<file path="src/rtl/icc_pkg.sv">
package icc_pkg;
    typedef enum logic [3:0] {
        S_FI, S_FR, S_FW, S_IA, S_IR, S_IW,
        S_XA, S_XR, S_XW, S_IC, S_VA, S_VW
    } state_e;

    typedef enum logic [3:0] {
        OP_NOP = 4'd0, OP_LDA = 4'd1, OP_STA = 4'd2, OP_ADD = 4'd3,
        OP_SUB = 4'd4, OP_CMP = 4'd5, OP_JMP = 4'd6, OP_JZ  = 4'd7,
        OP_JC  = 4'd8, OP_EI  = 4'd9, OP_DI  = 4'd10, OP_RTI = 4'd11
    } opc_e;

    typedef struct packed {
        logic sup;
        logic ie;
        logic e;
        logic v;
        logic s;
        logic z;
        logic c;
    } psw_t;

    typedef struct packed {
        logic mem_rd;
        logic mem_st;
        logic jump;
        logic set_ie;
        logic clr_ie;
        logic ret;
    } dec_t;
endpackage

</file>
<file path="src/rtl/icc_decode.sv">
module icc_decode
    import icc_pkg::*;
(
    input  opc_e op,
    input  psw_t psw,
    output dec_t dec
);
    always_comb begin
        dec = '0;
        case (op)
            OP_LDA, OP_ADD, OP_SUB, OP_CMP: dec.mem_rd = 1'b1;
            OP_RTI: begin
                dec.mem_rd = 1'b1;
                dec.ret    = 1'b1;
            end
            OP_STA: dec.mem_st = 1'b1;
            OP_JMP: dec.jump   = 1'b1;
            OP_JZ:  dec.jump   = psw.z;
            OP_JC:  dec.jump   = psw.c;
            OP_EI:  dec.set_ie = 1'b1;
            OP_DI:  dec.clr_ie = 1'b1;
            default: dec = '0;
        endcase
    end
endmodule

</file>
<file path="src/rtl/icc_alu.sv">
module icc_alu
    import icc_pkg::*;
#(
    parameter int DW = 16
) (
    input  opc_e          op,
    input  logic [DW-1:0] a,
    input  logic [DW-1:0] b,
    input  psw_t          f_in,
    output logic [DW-1:0] res,
    output psw_t          f_out,
    output logic          acc_we
);
    logic [DW:0] sum;
    logic [DW:0] dif;

    always_comb begin
        sum    = {1'b0, a} + {1'b0, b};
        dif    = {1'b0, a} - {1'b0, b};
        res    = a;
        f_out  = f_in;
        acc_we = 1'b0;
        case (op)
            OP_LDA: begin
                res     = b;
                acc_we  = 1'b1;
                f_out.z = (b == '0);
                f_out.s = b[DW-1];
            end
            OP_ADD: begin
                res     = sum[DW-1:0];
                acc_we  = 1'b1;
                f_out.c = sum[DW];
                f_out.v = (a[DW-1] == b[DW-1]) && (sum[DW-1] != a[DW-1]);
                f_out.z = (sum[DW-1:0] == '0);
                f_out.s = sum[DW-1];
            end
            OP_SUB: begin
                res     = dif[DW-1:0];
                acc_we  = 1'b1;
                f_out.c = dif[DW];
                f_out.v = (a[DW-1] != b[DW-1]) && (dif[DW-1] != a[DW-1]);
                f_out.z = (dif[DW-1:0] == '0);
                f_out.s = dif[DW-1];
            end
            OP_CMP: f_out.e = (a == b);
            default: ;
        endcase
    end

    always_comb begin

        if (op == OP_ADD && f_out.v)
            add_ovf_chk: assert (res[DW-1] != a[DW-1]);
    end
endmodule

</file>
<file path="src/rtl/icc_seq.sv">
module icc_seq
    import icc_pkg::*;
#(
    parameter int DW        = 16,
    parameter int RESET_PC  = 16,
    parameter int VEC_ADDR  = 1,
    parameter int SAVE_ADDR = 0,
    localparam int AW       = DW - 5
) (
    input  logic          clk,
    input  logic          rst_n,
    input  logic          irq,
    input  logic [DW-1:0] mem_rdata,
    output logic [AW-1:0] mem_addr,
    output logic          mem_rd,
    output logic          mem_wr,
    output logic [DW-1:0] mem_wdata,
    output logic [AW-1:0] pc_o,
    output logic [DW-1:0] acc_o,
    output logic [6:0]    psw_o
);
    typedef struct packed {
        state_e        st;
        logic [AW-1:0] pc;
        logic [AW-1:0] mar;
        logic [DW-1:0] mbr;
        logic [DW-1:0] ir;
        logic [DW-1:0] acc;
        psw_t          psw;
    } regs_t;

    regs_t         r_q, r_d;
    dec_t          dec;
    opc_e          op;
    logic [DW-1:0] alu_res;
    psw_t          alu_flags;
    logic          alu_we;
    logic [AW-1:0] ea;

    assign op = opc_e'(r_q.ir[DW-1:DW-4]);
    assign ea = r_q.mbr[AW-1:0];

    icc_decode u_dec (.op(op), .psw(r_q.psw), .dec(dec));

    icc_alu #(.DW(DW)) u_alu (
        .op(op), .a(r_q.acc), .b(mem_rdata), .f_in(r_q.psw),
        .res(alu_res), .f_out(alu_flags), .acc_we(alu_we)
    );

    always_comb begin
        r_d = r_q;
        case (r_q.st)
            S_FI: begin
                r_d.mar = r_q.pc;
                r_d.st  = S_FR;
            end
            S_FR: r_d.st = S_FW;
            S_FW: begin
                r_d.mbr = mem_rdata;
                r_d.ir  = mem_rdata;
                r_d.pc  = r_q.pc + 1'b1;
                r_d.st  = mem_rdata[AW] ? S_IA : S_XA;
            end
            S_IA: begin
                r_d.mar = r_q.mbr[AW-1:0];
                r_d.st  = S_IR;
            end
            S_IR: r_d.st = S_IW;
            S_IW: begin
                r_d.mbr = mem_rdata;
                r_d.st  = S_XA;
            end
            S_XA: begin
                if (dec.mem_rd) begin
                    r_d.mar = dec.ret ? AW'(SAVE_ADDR) : ea;
                    r_d.st  = S_XR;
                end else if (dec.mem_st) begin
                    r_d.mar = ea;
                    r_d.mbr = r_q.acc;
                    r_d.st  = S_XR;
                end else begin
                    if (dec.jump)   r_d.pc     = ea;
                    if (dec.set_ie) r_d.psw.ie = 1'b1;
                    if (dec.clr_ie) r_d.psw.ie = 1'b0;
                    r_d.st = S_IC;
                end
            end
            S_XR: r_d.st = dec.mem_st ? S_IC : S_XW;
            S_XW: begin
                if (dec.ret) begin
                    r_d.pc      = mem_rdata[AW-1:0];
                    r_d.psw.ie  = 1'b1;
                    r_d.psw.sup = 1'b0;
                end else begin
                    r_d.psw = alu_flags;
                    if (alu_we) r_d.acc = alu_res;
                end
                r_d.st = S_IC;
            end
            S_IC: r_d.st = (r_q.psw.ie && irq) ? S_VA : S_FI;
            S_VA: begin
                r_d.mar = AW'(SAVE_ADDR);
                r_d.mbr = {{(DW-AW){1'b0}}, r_q.pc};
                r_d.st  = S_VW;
            end
            S_VW: begin
                r_d.pc      = AW'(VEC_ADDR);
                r_d.psw.ie  = 1'b0;
                r_d.psw.sup = 1'b1;
                r_d.st      = S_FI;
            end
            default: r_d.st = S_FI;
        endcase
    end

    always_ff @(posedge clk or negedge rst_n) begin
        if (!rst_n) begin
            r_q         <= '0;
            r_q.st      <= S_FI;
            r_q.pc      <= AW'(RESET_PC);
            r_q.psw.sup <= 1'b1;
        end else begin
            r_q <= r_d;
        end
    end

    assign mem_addr  = r_q.mar;
    assign mem_wdata = r_q.mbr;
    assign mem_rd    = (r_q.st == S_FR) || (r_q.st == S_IR) ||
                       (r_q.st == S_XR && !dec.mem_st);
    assign mem_wr    = (r_q.st == S_XR && dec.mem_st) || (r_q.st == S_VW);
    assign pc_o      = r_q.pc;
    assign acc_o     = r_q.acc;
    assign psw_o     = r_q.psw;


    fetch_addr_chk: assert property (@(posedge clk) disable iff (!rst_n)
        (r_q.st == S_FR) |-> (mem_rd && mem_addr == r_q.pc));


    pc_step_chk: assert property (@(posedge clk) disable iff (!rst_n)
        (r_q.st == S_FW) |=> (r_q.pc == $past(r_q.pc) + 1'b1));


    ind_addr_chk: assert property (@(posedge clk) disable iff (!rst_n)
        (r_q.st == S_IR) |-> (r_q.ir[AW] && mem_rd && mem_addr == r_q.ir[AW-1:0]));


    ie_gate_chk: assert property (@(posedge clk) disable iff (!rst_n)
        (r_q.st == S_IC && !r_q.psw.ie) |=> (r_q.st == S_FI));


    save_word_chk: assert property (@(posedge clk) disable iff (!rst_n)
        (r_q.st == S_VW) |-> (mem_wr && mem_addr == AW'(SAVE_ADDR) &&
                              mem_wdata[AW-1:0] == r_q.pc));


    vector_chk: assert property (@(posedge clk) disable iff (!rst_n)
        (r_q.st == S_VW) |=> (r_q.pc == AW'(VEC_ADDR) && !r_q.psw.ie && r_q.psw.sup));


    strobe_excl_chk: assert property (@(posedge clk) disable iff (!rst_n)
        !(mem_rd && mem_wr));
endmodule

</file>
<file path="config.mk">
export PLATFORM = sky130hd
export DESIGN_NAME = icc_seq
export DESIGN_NICKNAME = d
export VERILOG_FILES = /design/src/rtl/icc_pkg.sv /design/src/rtl/icc_decode.sv /design/src/rtl/icc_alu.sv /design/src/rtl/icc_seq.sv
export SDC_FILE = /design/constraint.sdc
export NUM_CORES = 1
export LEC_CHECK = 0
export ABC_AREA = 1
export BUFFER_PORTS_ARGS = -buffer_cell sky130_fd_sc_hd__buf_4
export CAP_MARGIN = 5
export CORE_ASPECT_RATIO = 0.5
export CORE_UTILIZATION = 30
export DETAILED_ROUTE_END_ITERATION = 8
export PLACE_DENSITY = 0.56
export SETUP_SLACK_MARGIN = 0.2
export SLEW_MARGIN = 20
export SYNTH_ARGS = -nofsm -noshare
export SYNTH_HDL_FRONTEND = slang
export SYNTH_HIERARCHICAL = 1
export SYNTH_SLANG_ARGS = --single-unit
</file>
<file path="constraint.sdc">
create_clock -name clk -period 2.02 [get_ports clk]
set_input_delay 0.505 -clock clk [delete_from_list [all_inputs] [get_ports clk]]
set_output_delay 0.505 -clock clk [all_outputs]
set_load 0.05 [all_outputs]
</file>
; Word-level counts from Yosys, hierarchy flattened
; Cells that the tools add are included.
[classes]
n_addsub = 3
eq_ne = 34
mux = 35
bitwise = 1
n_reduce_logical = 32
[op_table]
columns = operator, count
row1 = case mux 16 bit (3 select lines), 2
row2 = case mux 11 bit (4 select lines), 2
row3 = two-way mux 11 bit, 6
row4 = logical NOT 16 bit, 3
row5 = case mux 4 bit (11 select lines), 1
row6 = "== test 4 x 3 -> 1 bit, second input constant", 8
row7 = "== test 4 bit, second input constant", 8
row8 = two-way mux 27 bit, 1
row9 = adder 16 x 16 -> 17 bit, 1
row10 = subtractor 16 x 16 -> 17 bit, 1
row11 = == test 16 bit, 1
row12 = "== test 4 x 2 -> 1 bit, second input constant", 4
row13 = two-way mux 16 bit, 1
row14 = two-way mux 4 bit, 3
row15 = AND reduction 3 bit, 4
row16 = "adder 11 x 1 -> 11 bit, second input constant", 1
row17 = two-way mux 1 bit, 11
row18 = "inequality test 2 bit, second input constant", 5
row19 = AND reduction 5 bit, 2
row20 = nonzero test 3 bit, 3
row21 = "== test 4 x 1 -> 1 bit, second input constant", 2
row22 = nonzero test 4 bit, 2
row23 = "inequality test 3 bit, second input constant", 2
row24 = case mux 1 bit (2 select lines), 3
row25 = other kinds (17), 28
[totals]
regBits = 81
in_bits = 19
elab_cells = 118

; Longest topological paths before layout
[logic_depth]
word_depth = 7
depth_mapped = 19

; By module
; The synthesis kept the hierarchy.
[modules_own_cells]
columns = module, n_inst, cells_per_inst, area_each_um2
row1 = icc_seq, 1, 633, 4377.9
row2 = icc_alu, 1, 572, 2889.0
row3 = icc_decode, 1, 20, 85.1

; Worst setup path before layout
; Ideal clock, no wire load.
[synth_path]
path_kind = register -> output
start = register r_q, in the netlist op[0]
end = output mem_rd
arrival_ps = 2627
t_required_ps = 1515
slack_ps = -1112
stages_incl_launch_ff = 4
n_path_buf = 0
path_cell_list = dfrtp_1 nor2_1 and3_1 o311ai_0
[synth_lines]
columns = item, line
row1 = "start, declared", icc_seq.sv:32  ; regs_t r_q, r_d;
row2 = "start signal, assigned", icc_seq.sv:123  ; r_q <= r_d;
row3 = "end, declared", icc_seq.sv:15  ; output logic mem_rd,

==> out/summary.txt <==
Yosys Warn Count = 6
Synth cell types = 39
Slew headroom = 0.709
post-layout min period = 2.20 ns
H-tree depth = 3
first-pass GRT wire length = 45100 µm
Sw Share = 0.541
failing checks = negative setup slack
RSZ-0062 raised after global routing = true
R2R depth = 17
Synth area leaders = nand2_1 (25%), dfrtp_1 (23%), nand3_1 (8.1%), inv_1 (8.1%), buf_4 (7.2%)
Syn Nets = 1280
placed cell area = 9180 µm²
Final #Nets = 1499
Lkg Pwr = 5.83 nW
die height = 113 µm
max-slew violation count = 0
pwr dens = 1820 nW/µm²
worst-path maximum fanout = 3
measured slew at the worst slew-check pin = 0.437 ns
placed cells = 1681
total global routing overflow = 0
routed via count = 8691
post-synthesis sequential area ratio = 0.235
final hold violation count = 0
Initial Util = 0.306
area leader, netlist = nand2_1
top cell type's share of synthesized area = 0.252
combinational power share = 0.781
Peak Freq = 0.454 GHz
Max-Cap Viols = 0
antenna-violating nets left = 0
Rows = 40
Worst VDD drop = 0.651 mV
Final Wtd Congestion = 0.948
initial antenna violation count = 0
Min-Delay Path Class = in -> async
FF/Latch Area = 1750 µm²
initial DRC count = 590
dpl hpwl = 22500 µm
Global Route Usage Sum = 0.230
drc violations = 0
PnR worst setup slack = -0.182 ns
# clock sinks = 69
Reg clk slew, reported paths = 0.06 ns
worst path arrival time = 2.49 ns
Clock Skew = 0.0105 ns
commonest non-fill, non-tap cell in the layout = nand2_1
area of the multi-input gates = 5580 µm²
vias in the first global route = 8064
Num CTS Buffers = 9
fin area = 11300 µm²
worst skew pair latency = 0.35 ns
DR vias/cell = 4.93
die area = 25200 µm²
non-filler cells, final = 1764
Clk pwr share = 0.080
routed wire length per instance = 16.8 µm
Pre-Repair DR Iteration Count = 5
Clock Tree Buf Depth = 2
share of cells above drive strength 1 = 0.440
final setup fails = 12
core area = 24000 µm²
Internal Pwr Total = 9.45 mW
fillcell total = 2421
Startpoint Class = flop
Psw = 11.1 mW
P&R area growth vs syn = 53.4%
commonest cells after routing, fill and taps aside = nand2_1 (398), buf_4 (259), inv_1 (120)
critical path class = reg -> reg
Final period util = 1.09
TritonCTS clock tree = yes
synthesized area = 7350 µm²
I/O pin cnt = 82
Flop pwr share = 0.139
n_diodes = 0
Detailed Route WL = 29600 µm
largest net degree at the start of global routing = 42
CP endpoint kind = flop
die width = 223 µm
Critical Path RT = 2.31 ns
#FFs+latches synth = 69
status = finished, violations left
Gate Count Post-Synth = 1225
CTS root buf = clkbuf_16
Port Buffers = 81
final hold slack = 0.0883 ns
Mean Syn Cell Area = 6.00 µm²
==> layer usage <==
layer / vias to the layer above / routed length (µm) / GRT usage
li1: 4248 / - / -
met1: 4183 / 14300 / 0.340
met2: 236 / 13400 / 0.355
met3: 24 / 1640 / 0.0317
met4: 0 / 266 / 0.0498
met5: - / 0 / 0
==> registers in the layout (all words and copies together) (netlist names) <==
name / flops
pc_o: 11
op: 4
mem_addr: 11
psw_o: 7
acc_o: 16
mem_wdata: 16
r_q: 4
==> path summary, 6_finish.rpt <==
path	startpoint	to	slack, ns
min	rst_n	pc_o[3]	0.09
min in group clk	mem_wdata[15]	mem_wdata[15]	0.48
max	acc_o[0]	psw_o[1]	-0.18
max reg2reg	acc_o[0]	psw_o[1]	-0.18
min reg2reg	mem_wdata[15]	mem_wdata[15]	0.48
max in group asynchronous	rst_n	psw_o[6]	1.30
==> metrics by stage <==
step                total power [mW]  utilization  setup TNS (ns)  setup WS, ns
global placement                15.2        0.382           -4.89        -0.481
detailed placement              15.3        0.382           -5.07        -0.475
floorplan                       11.4            -        -0.00273      -0.00273
CTS                             18.4        0.428          -0.621        -0.140
finish                          20.6        0.469           -1.10        -0.182
global route                    21.9        0.469           -2.39        -0.306
==> what timing repair did <==
| item | in CTS | in global routing |
|---|---|---|
| pin swaps | 80 | 99 |
| setup endpoints to repair | 46 | 63 |
| gates resized for setup | 157 | 186 |
| cloned | 0 | 4 |
| setup buffers | 34 | 29 |
| hold buffers | 0 | 0 |
==> synth_stat cells, drive strengths merged <==
library cell,n
a21oi,26
and2,2
and3,1
buf,94
clkbuf,6
dfrtp,67
dfstp,2
fa,2
ha,34
inv,172
nand2,509
nand3,121
nand4,24
nor2,79
nor3,8
nor4,3
o2111ai,14
o211ai,5
o21ai,36
o21bai,2
o221ai,1
o22ai,13
o311ai,1
xnor2,1
xor2,2
==> worst max-delay path, cell delays in order (launching register included) <==
cell     delay [ns]
dfrtp_2        0.42
inv_2          0.07
ha_4           0.16
fa_2           0.38
inv_2          0.10
nand3_2        0.08
nand2_2        0.10
buf_12         0.11
nand3_4        0.06
nand3_4        0.07
nand2_2        0.05
nand2_2        0.08
nand2_2        0.06
nor2_2         0.07
nand4_1        0.10
nand4_1        0.10
nand2_1        0.06
nand2_1        0.07
==> final cells by class <==
| class | instances | share of cell area |
|---|---|---|
| clock buffers | 9 | 0.0200 |
| clock inverters | 7 | 0.00655 |
| inverters | 172 | 0.0627 |
| multi-input cells | 885 | 0.495 |
| flip-flops and latches | 69 | 0.155 |
| well taps | 315 | 0.0350 |
| repair buffers | 306 | 0.226 |
| repair inverters | 1 | 0.000777 |
==> power groups by stage <==
| stage | sequential (mW) | clock, mW | combinational, mW |
|---|---|---|---|
| 2_1_floorplan | 2.64 | 0 | 8.75 |
| 3_3_place_gp | 2.83 | 0 | 12.4 |
| 3_5_place_dp | 2.86 | 0 | 12.4 |
| 4_1_cts | 2.82 | 1.67 | 13.9 |
| 5_1_grt | 2.93 | 1.72 | 17.2 |
| 6_report | 2.86 | 1.65 | 16.1 |
==> logic make-up after synthesis <==
kind of cell,count (synthesis),synth area share
and+or+nand+nor,747,0.432
buffers and inverters,272,0.185
AOI/OAI and AO/OA,98,0.0815
DFF,69,0.235
adders and majority gates,36,0.0633
xor gates and xnor gates,3,0.00357
Power figures use the tool's default switching activity.
